<file path="src/rtl/char_line_scroller.sv">
module char_line_scroller #(
  parameter int CHAR_COLS  = 22,
  parameter int CELL_PX    = 6,
  parameter int ROW_W      = 3,
  parameter int SPEED_W    = 6,
  parameter int PULSE_CLKS = 2000
) (
  input  logic                               clk,
  input  logic                               rst_n,
  input  logic                               frame_tick,
  input  logic                               cmd_wr,
  input  logic [SPEED_W+1:0]                 cmd_data,
  input  logic                               row_wr,
  input  logic [ROW_W-1:0]                   row_data,
  output logic [$clog2(CHAR_COLS*CELL_PX)-1:0] pix_offset,
  output logic [$clog2(CHAR_COLS)-1:0]       lead_col,
  output logic [ROW_W-1:0]                   scroll_row,
  output logic                               row_active,
  output logic                               cell_done
);
  localparam int LINE_PX = CHAR_COLS * CELL_PX;
  localparam int OFF_W   = $clog2(LINE_PX);
  localparam int COL_W   = $clog2(CHAR_COLS);
  localparam int SUB_W   = $clog2(CELL_PX);
  localparam int PC_W    = $clog2(PULSE_CLKS + 1);
  localparam logic [1:0] D_RST = 2'b00, D_RIGHT = 2'b01, D_LEFT = 2'b10;

  logic [1:0]         dir_q;
  logic [SPEED_W-1:0] speed_q, fcnt_q;
  logic [COL_W-1:0]   col_q;
  logic [SUB_W-1:0]   sub_q;
  logic [ROW_W-1:0]   row_q;
  logic               locked_q, wait_q, run_q;
  logic [PC_W-1:0]    pulse_q;

  wire [1:0]       cmd_dir = cmd_data[SPEED_W+1:SPEED_W];
  wire [SPEED_W:0] fnext   = {1'b0, fcnt_q} + 1'b1;
  wire go_left  = (dir_q == D_LEFT);
  wire tick_ok  = !cmd_wr && run_q && frame_tick && (speed_q != '0);
  wire step     = tick_ok && (fnext >= {1'b0, speed_q});
  wire row_ok   = !cmd_wr && row_wr && wait_q && (!locked_q || row_data == row_q);
  wire landing  = go_left ? (sub_q == SUB_W'(CELL_PX - 1)) : (sub_q == SUB_W'(1));

  assign pix_offset = OFF_W'(col_q) * OFF_W'(CELL_PX) + OFF_W'(sub_q);
  assign lead_col   = col_q;
  assign scroll_row = row_q;
  assign row_active = run_q;
  assign cell_done  = (pulse_q != '0);

  always_ff @(posedge clk) begin
    if (!rst_n) begin
      dir_q <= D_RST; speed_q <= '0; fcnt_q <= '0;
      col_q <= '0; sub_q <= '0; row_q <= '0;
      locked_q <= 1'b0; wait_q <= 1'b0; run_q <= 1'b0;
    end else if (cmd_wr) begin
      dir_q   <= cmd_dir;
      speed_q <= cmd_data[SPEED_W-1:0];
      fcnt_q  <= '0;
      run_q   <= 1'b0;
      wait_q  <= (cmd_dir == D_LEFT) || (cmd_dir == D_RIGHT);
      if (cmd_dir == D_RST) begin
        col_q <= '0; sub_q <= '0; locked_q <= 1'b0;
      end
    end else if (row_ok) begin
      row_q <= row_data; locked_q <= 1'b1;
      run_q <= 1'b1; wait_q <= 1'b0; fcnt_q <= '0;
    end else if (tick_ok) begin
      if (step) begin
        fcnt_q <= '0;
        if (go_left) begin
          if (sub_q == SUB_W'(CELL_PX - 1)) begin
            sub_q <= '0;
            col_q <= (col_q == COL_W'(CHAR_COLS - 1)) ? '0 : col_q + 1'b1;
          end else sub_q <= sub_q + 1'b1;
        end else begin
          if (sub_q == '0) begin
            sub_q <= SUB_W'(CELL_PX - 1);
            col_q <= (col_q == '0) ? COL_W'(CHAR_COLS - 1) : col_q - 1'b1;
          end else sub_q <= sub_q - 1'b1;
        end
      end else fcnt_q <= fnext[SPEED_W-1:0];
    end
  end

  always_ff @(posedge clk) begin
    if (!rst_n)                pulse_q <= '0;
    else if (step && landing)  pulse_q <= PC_W'(PULSE_CLKS);
    else if (pulse_q != '0)    pulse_q <= pulse_q - 1'b1;
  end

  a_r5_in_range: assert property (@(posedge clk) disable iff (!rst_n)
    pix_offset < OFF_W'(LINE_PX));
  a_r6_hold_without_tick: assert property (@(posedge clk) disable iff (!rst_n)
    (!frame_tick && !(cmd_wr && cmd_dir == D_RST)) |=> $stable(pix_offset));
  a_r8_reset_cmd: assert property (@(posedge clk) disable iff (!rst_n)
    (cmd_wr && cmd_dir == D_RST) |=> (pix_offset == '0) && !row_active);
  a_r2_cmd_stops: assert property (@(posedge clk) disable iff (!rst_n)
    cmd_wr |=> !row_active);
  a_r9_row_locked: assert property (@(posedge clk) disable iff (!rst_n)
    (row_wr && !cmd_wr && locked_q && row_data != scroll_row) |=> $stable(scroll_row));
  a_r10_pulse_on_boundary: assert property (@(posedge clk) disable iff (!rst_n)
    $rose(cell_done) |-> (pix_offset % OFF_W'(CELL_PX) == '0));
endmodule

</file>
<file path="config.mk">
export PLATFORM = sky130hd
export DESIGN_NAME = char_line_scroller
export DESIGN_NICKNAME = d
export VERILOG_FILES = /design/src/rtl/char_line_scroller.sv
export SDC_FILE = /design/constraint.sdc
export NUM_CORES = 1
export LEC_CHECK = 0
export CORE_MARGIN = 1
export CORE_UTILIZATION = 25
export DETAILED_ROUTE_END_ITERATION = 16
export DONT_BUFFER_PORTS = 1
export GPL_ROUTABILITY_DRIVEN = 0
export GPL_TIMING_DRIVEN = 0
export PLACE_DENSITY = 0.43
export SLEW_MARGIN = 20
export SYNTH_ARGS = -nofsm -noshare
export SYNTH_HDL_FRONTEND = slang
export SYNTH_SLANG_ARGS = --single-unit
</file>
<file path="constraint.sdc">
create_clock -name clk -period 3.37 [get_ports clk]
set_input_delay 0.1685 -clock clk [delete_from_list [all_inputs] [get_ports clk]]
set_output_delay 0.1685 -clock clk [all_outputs]
set_load 0.005 [all_outputs]
</file>
# --- Yosys cells after proc, flatten, opt, wreduce, memory -nomap -nowiden ---
# Cells that the tools add are included.
# W data, S select, Z words.
totals:
  in_bits: 16
  regBits: 39
classes:
  n_reduce_logical: 29
  n_addsub: 7
  mul: 1
  muxes: 27
  bitwise_logic: 2
  eq_ne: 10
  order_cmp: 1
op_table:
  columns: ["operator", "n"]
  rows:
  - ["$mux W5", 10]
  - ["$mux W3", 8]
  - ["$mux W11", 2]
  - ["$reduce_bool A11 Y1", 1]
  - ["$sub A11 B1 Y11 const B", 1]
  - ["$add A8 B3 Y8", 1]
  - ["$logic_and A1 B1 Y1", 8]
  - ["$reduce_bool A2 Y1", 4]
  - ["$add A6 B1 Y7 const B", 1]
  - ["$ge A7 B6 Y1", 1]
  - ["$mul A5 B2 Y7 const B", 1]
  - ["$mux W1", 6]
  - ["$mux W6", 1]
  - ["$reduce_and A6 Y1", 1]
  - ["$reduce_bool A6 Y1", 1]
  - ["$add A5 B1 Y5 const B", 1]
  - ["$eq A5 B5 Y1 const B", 1]
  - ["$logic_not A5 Y1", 1]
  - ["$sub A5 B1 Y5 const B", 1]
  - ["$eq A2 B2 Y1 const B", 2]
  - ["$reduce_and A2 Y1", 2]
  - ["$reduce_and A4 Y1", 1]
  - ["$reduce_or A2 Y1", 2]
  - ["$add A3 B1 Y3 const B", 1]
  - ["other kinds (15)", 18]

# --- Longest topological paths before layout ---
depth:
  ltp_word: 9
  ltp_mapped: 10
  depth_no_buf: 9

# --- Worst setup path before layout ---
# Ideal clock, no wire load.
synth_timing:
  kind: "register to register"
  start: "register fcnt_q[0]"
  end: "register fcnt_q[0]"
  slack_ns: 1.035
  n_path_buf: 1
  stages_incl_launch_ff: 10
  t_arrival_ns: 2.265
  path_cell_list: "dfxtp_1 -> ha_1 -> and3_4 -> xor2_1 -> ha_1 -> and3_1 -> a211o_1 -> buf_6 -> or3_1 -> a21oi_1"
synth_between:
  elab_chain_cells: 4
synth_rtl:
  columns: ["item", "line", "rtl"]
  rows:
  - ["start: declaration", "29", "logic [SPEED_W-1:0] speed_q, fcnt_q;"]
  - ["start signal: assignment", "81", "end else fcnt_q <= fnext[SPEED_W-1:0];"]
  - ["$add A6 B1 Y7 (*)", "37", "wire [SPEED_W:0] fnext = {1'b0, fcnt_q} + 1'b1;"]
  - ["$ge A7 B6 Y1", "40", "wire step = tick_ok && (fnext >= {1'b0, speed_q});"]
  - ["$logic_and A1 B1 Y1", "40", null]
  - ["$mux W6 (*)", "68", "if (step) begin"]
# Every way passes the cells marked *; elsewhere a longest branch is shown, timed or not.
# A chain may end at the register's enable or synchronous reset.

# --- Worst setup path in the final report ---
# Ends and elaborated chain as after synthesis.

==> results.json <==
{
  "comb_power_share_pct": 31.3,
  "wire_per_inst_um": 14.3,
  "cts_setup_buffers": 0,
  "drtIter0Drc": 128,
  "ctsLongestPathBuffers": 2,
  "syn_area_mm2": 0.00266,
  "max_freq_mhz": 381,
  "peakVddDrop_mv": 0.230,
  "finClkSkew_ns": 0.00940,
  "setup_tns_ns": 0,
  "rsz0062_at_grt": "no",
  "h-tree-depth": 2,
  "fin_crit_ns": 2.62,
  "synth_cell_types": 54,
  "port_buffers": 0,
  "viasPerCell": 4.88,
  "synth_compound_area_share_pct": 17.8,
  "vias": 2263,
  "end_kind": "flop",
  "grt_antenna_before_repair": 0,
  "gr-total-overflow": 0,
  "cp.required_ns": 3.59,
  "utilization_pct": 28.3,
  "slew_viol_final": 0,
  "ant_nets": 0,
  "worst_slack_ns": 0.747,
  "drc_errors": 0,
  "synthToLayoutAreaGrowth_pct": 10.1,
  "ios": 34,
  "seqPwrFrac_pct": 44.2,
  "grt_max_degree": 12,
  "syn_nets": 362,
  "drive_above_1_share_pct": 7.32,
  "synthAdderAreaFrac_pct": 12.8,
  "dieArea_mm2": 0.0111,
  "root_buffer": "clkbuf_8",
  "max-slew-margin-rel_pct": 54.7,
  "syn_inst": 320,
  "finalSetupViolCount": 0,
  "worstSetupPathType": "reg -> reg",
  "clk_pin_slew_ns": 0.07,
  "grt_pass1_vias": 2199,
  "dp_hpwl_um": 5050,
  "p_sw_share_pct": 33.1,
  "dp_slack_ns": 0.752,
  "cts_buffers": 5,
  "fp.coreArea_mm2": 0.0103,
  "cts_tree": "done",
  "hold_buffers": 1,
  "worst_pin_slew_ns": 0.679,
  "ys_ff_latch": 39,
  "ctsResizeCount": 0,
  "numClockSinks": 39,
  "grt_use_total_pct": 12.6,
  "status": "complete, no violations",
  "cp-start-kind": "flop",
  "rows": 37,
  "die_x_um": 105,
  "syn_avg_cell_area_um2": 8.31,
  "yosysWarnings": 0,
  "internal_power_uw": 883,
  "powerDensity_mw_per_mm2": 451,
  "dr.pass1.iters": 4,
  "synth-simple-area-share_pct": 22.4,
  "min_path_type": "in -> reg",
  "leakage_nw": 1.19,
  "n_antenna_cell": 0,
  "switchingPower_uw": 437,
  "grt_pass1_wl_um": 11200,
  "crit_path_max_fanout": 10,
  "period_share_pct": 77.8,
  "seq_area_frac_synth_pct": 29.4,
  "synth_top_family_by_area": "simple AND/OR/NAND/NOR gates",
  "cp.arrival_ns": 2.84,
  "wirelength_um": 6650,
  "clkPwrFrac_pct": 24.4,
  "start_util_pct": 25.8,
  "clock_latency_ns": 0.29,
  "synth-xor-area-share_pct": 7.91,
  "die_h_um": 105,
  "drv_cap": 0,
  "finalHoldViolations": 0,
  "synth.area.mux_share_pct": 3.76,
  "final_nets": 370
}
metal layers:
metal | GRT usage (%) | vias to the layer above | part of all wire, %
met2 | 19.1 | 40 | 41
met1 | 17.6 | 1057 | 53
met5 | 0 | - | 0
met4 | 4.12 | 0 | 1.7
met3 | 2.68 | 9 | 3.9
li1 | - | 1157 | -
cell type report:
cell class | count | area (um2)
clock inverter | 1 | 5.00
tap | 136 | 170
buffer | 14 | 77.6
timing repair buffer | 1 | 10.0
clock buffer | 6 | 82.6
inverter | 22 | 82.6
sequential | 39 | 781
multi-input combinational | 245 | 1720
fill | 1139 | 7400
kinds of logic after synthesis:
| family | after synthesis |
|---|---|
| AOI/OAI and AO/OA | 71 |
| xor gates and xnor gates | 24 |
| adders and majority gates | 26 |
| buffers and inverters | 36 |
| DFF | 39 |
| muxes | 10 |
| and+or+nand+nor | 114 |
synthesized netlist by cell type, drive strengths merged:
| cell type | instances | area share, % |
|---|---|---|
| dfxtp | 39 | 29 |
| nand2 | 33 | 4.7 |
| a21oi | 27 | 5.2 |
| ha | 24 | 11 |
| inv | 22 | 3.1 |
| nor2 | 21 | 3.0 |
| nand3 | 16 | 3.0 |
| xnor2 | 12 | 4.0 |
| xor2 | 12 | 4.0 |
| mux2i | 10 | 3.8 |
| and3 | 9 | 2.5 |
| buf | 9 | 2.2 |
| o21ai | 9 | 1.7 |
| a211oi | 5 | 2.0 |
| a21o | 5 | 1.5 |
| a31oi | 5 | 1.2 |
| clkbuf | 5 | 0.71 |
| nand4 | 5 | 1.2 |
| nor4 | 5 | 1.2 |
| a211o | 4 | 1.3 |
| nand4b | 3 | 0.99 |
| nor2b | 3 | 0.71 |
| nor3 | 3 | 0.56 |
| o311ai | 3 | 0.99 |
| o31ai | 3 | 0.85 |
| or4 | 3 | 0.85 |
| and2 | 2 | 0.52 |
| fa | 2 | 1.5 |
| nand3b | 2 | 0.56 |
| nor3b | 2 | 0.56 |
| o22ai | 2 | 0.47 |
| or3 | 2 | 0.47 |
| a2111oi | 1 | 0.33 |
| a21boi | 1 | 0.28 |
| a221o | 1 | 0.38 |
| a221oi | 1 | 0.33 |
| a22oi | 1 | 0.28 |
| a32oi | 1 | 0.33 |
| and4b | 1 | 0.38 |
| nand2b | 1 | 0.24 |
| nor4b | 1 | 0.33 |
| nor4bb | 1 | 0.38 |
| o2111a | 1 | 0.42 |
| o21a | 1 | 0.28 |
| or3b | 1 | 0.33 |
worst paths after layout:
kind / cells after the start / to / startpoint / slack, ns
setup / recovery: 9 / fcnt_q[0] / fcnt_q[0] / 0.75
setup reg to reg: 9 / fcnt_q[0] / fcnt_q[0] / 0.75
hold reg to reg: 2 / locked_q / locked_q / 0.46
hold / removal: 2 / scroll_row[0] / row_data[0] / 0.01
power groups by stage:
| stage | combinational, mW | sequential [mW] | clock, mW |
|---|---|---|---|
| after floorplan | 0.346 | 0.580 | 0 |
| after global placement | 0.409 | 0.594 | 0 |
| after detailed placement | 0.409 | 0.595 | 0 |
| final | 0.414 | 0.584 | 0.323 |
| after global routing | 0.479 | 0.595 | 0.362 |
| after CTS | 0.415 | 0.584 | 0.339 |
cells in the final DEF, fill, tap and decap left out, types with 3 or more instances in the layout:
cell	n
buf_2	5
or4_1	3
nor2_1	21
a211oi_2	3
clkbuf_1	5
a211o_1	4
nor3_1	3
o31ai_1	3
nand4b_1	3
nor4_1	5
xnor2_1	12
a21o_1	4
nand3_1	16
ha_1	24
o21ai_0	9
nor2b_1	3
a31oi_1	5
inv_1	22
and3_1	7
nand2_1	33
clkbuf_8	6
dfxtp_1	39
xor2_1	12
nand4_1	5
mux2i_1	10
a21oi_1	26
flip-flops by register name (all words and copies together) (netlist names):
name / flops
lead_col: 5
fcnt_q: 6
row_active: 1
sub_q: 3
dir_q: 2
pulse_q: 11
scroll_row: 3
speed_q: 6
locked_q: 1
wait_q: 1
critical path, cell delays in order (launching register included):
cell,delay [ns]
dfxtp_1,0.42
ha_1,0.26
and3_4,0.21
xor2_1,0.21
ha_1,0.28
and3_1,0.20
a211o_1,0.36
buf_6,0.16
or3_1,0.31
a21oi_1,0.14
stage by stage:
stage	cell area, um2	hold WS, ns	power (mW)	instances
3_5_place_dp	2830	0.314	1.00	456
5_1_grt	2930	0.00390	1.44	464
3_3_place_gp	2830	0.308	1.00	456
6_report	2930	0.0125	1.32	464
4_1_cts	2930	0.00305	1.34	464
2_1_floorplan	2660	0.304	0.927	320
Power figures use the tool's default switching activity.
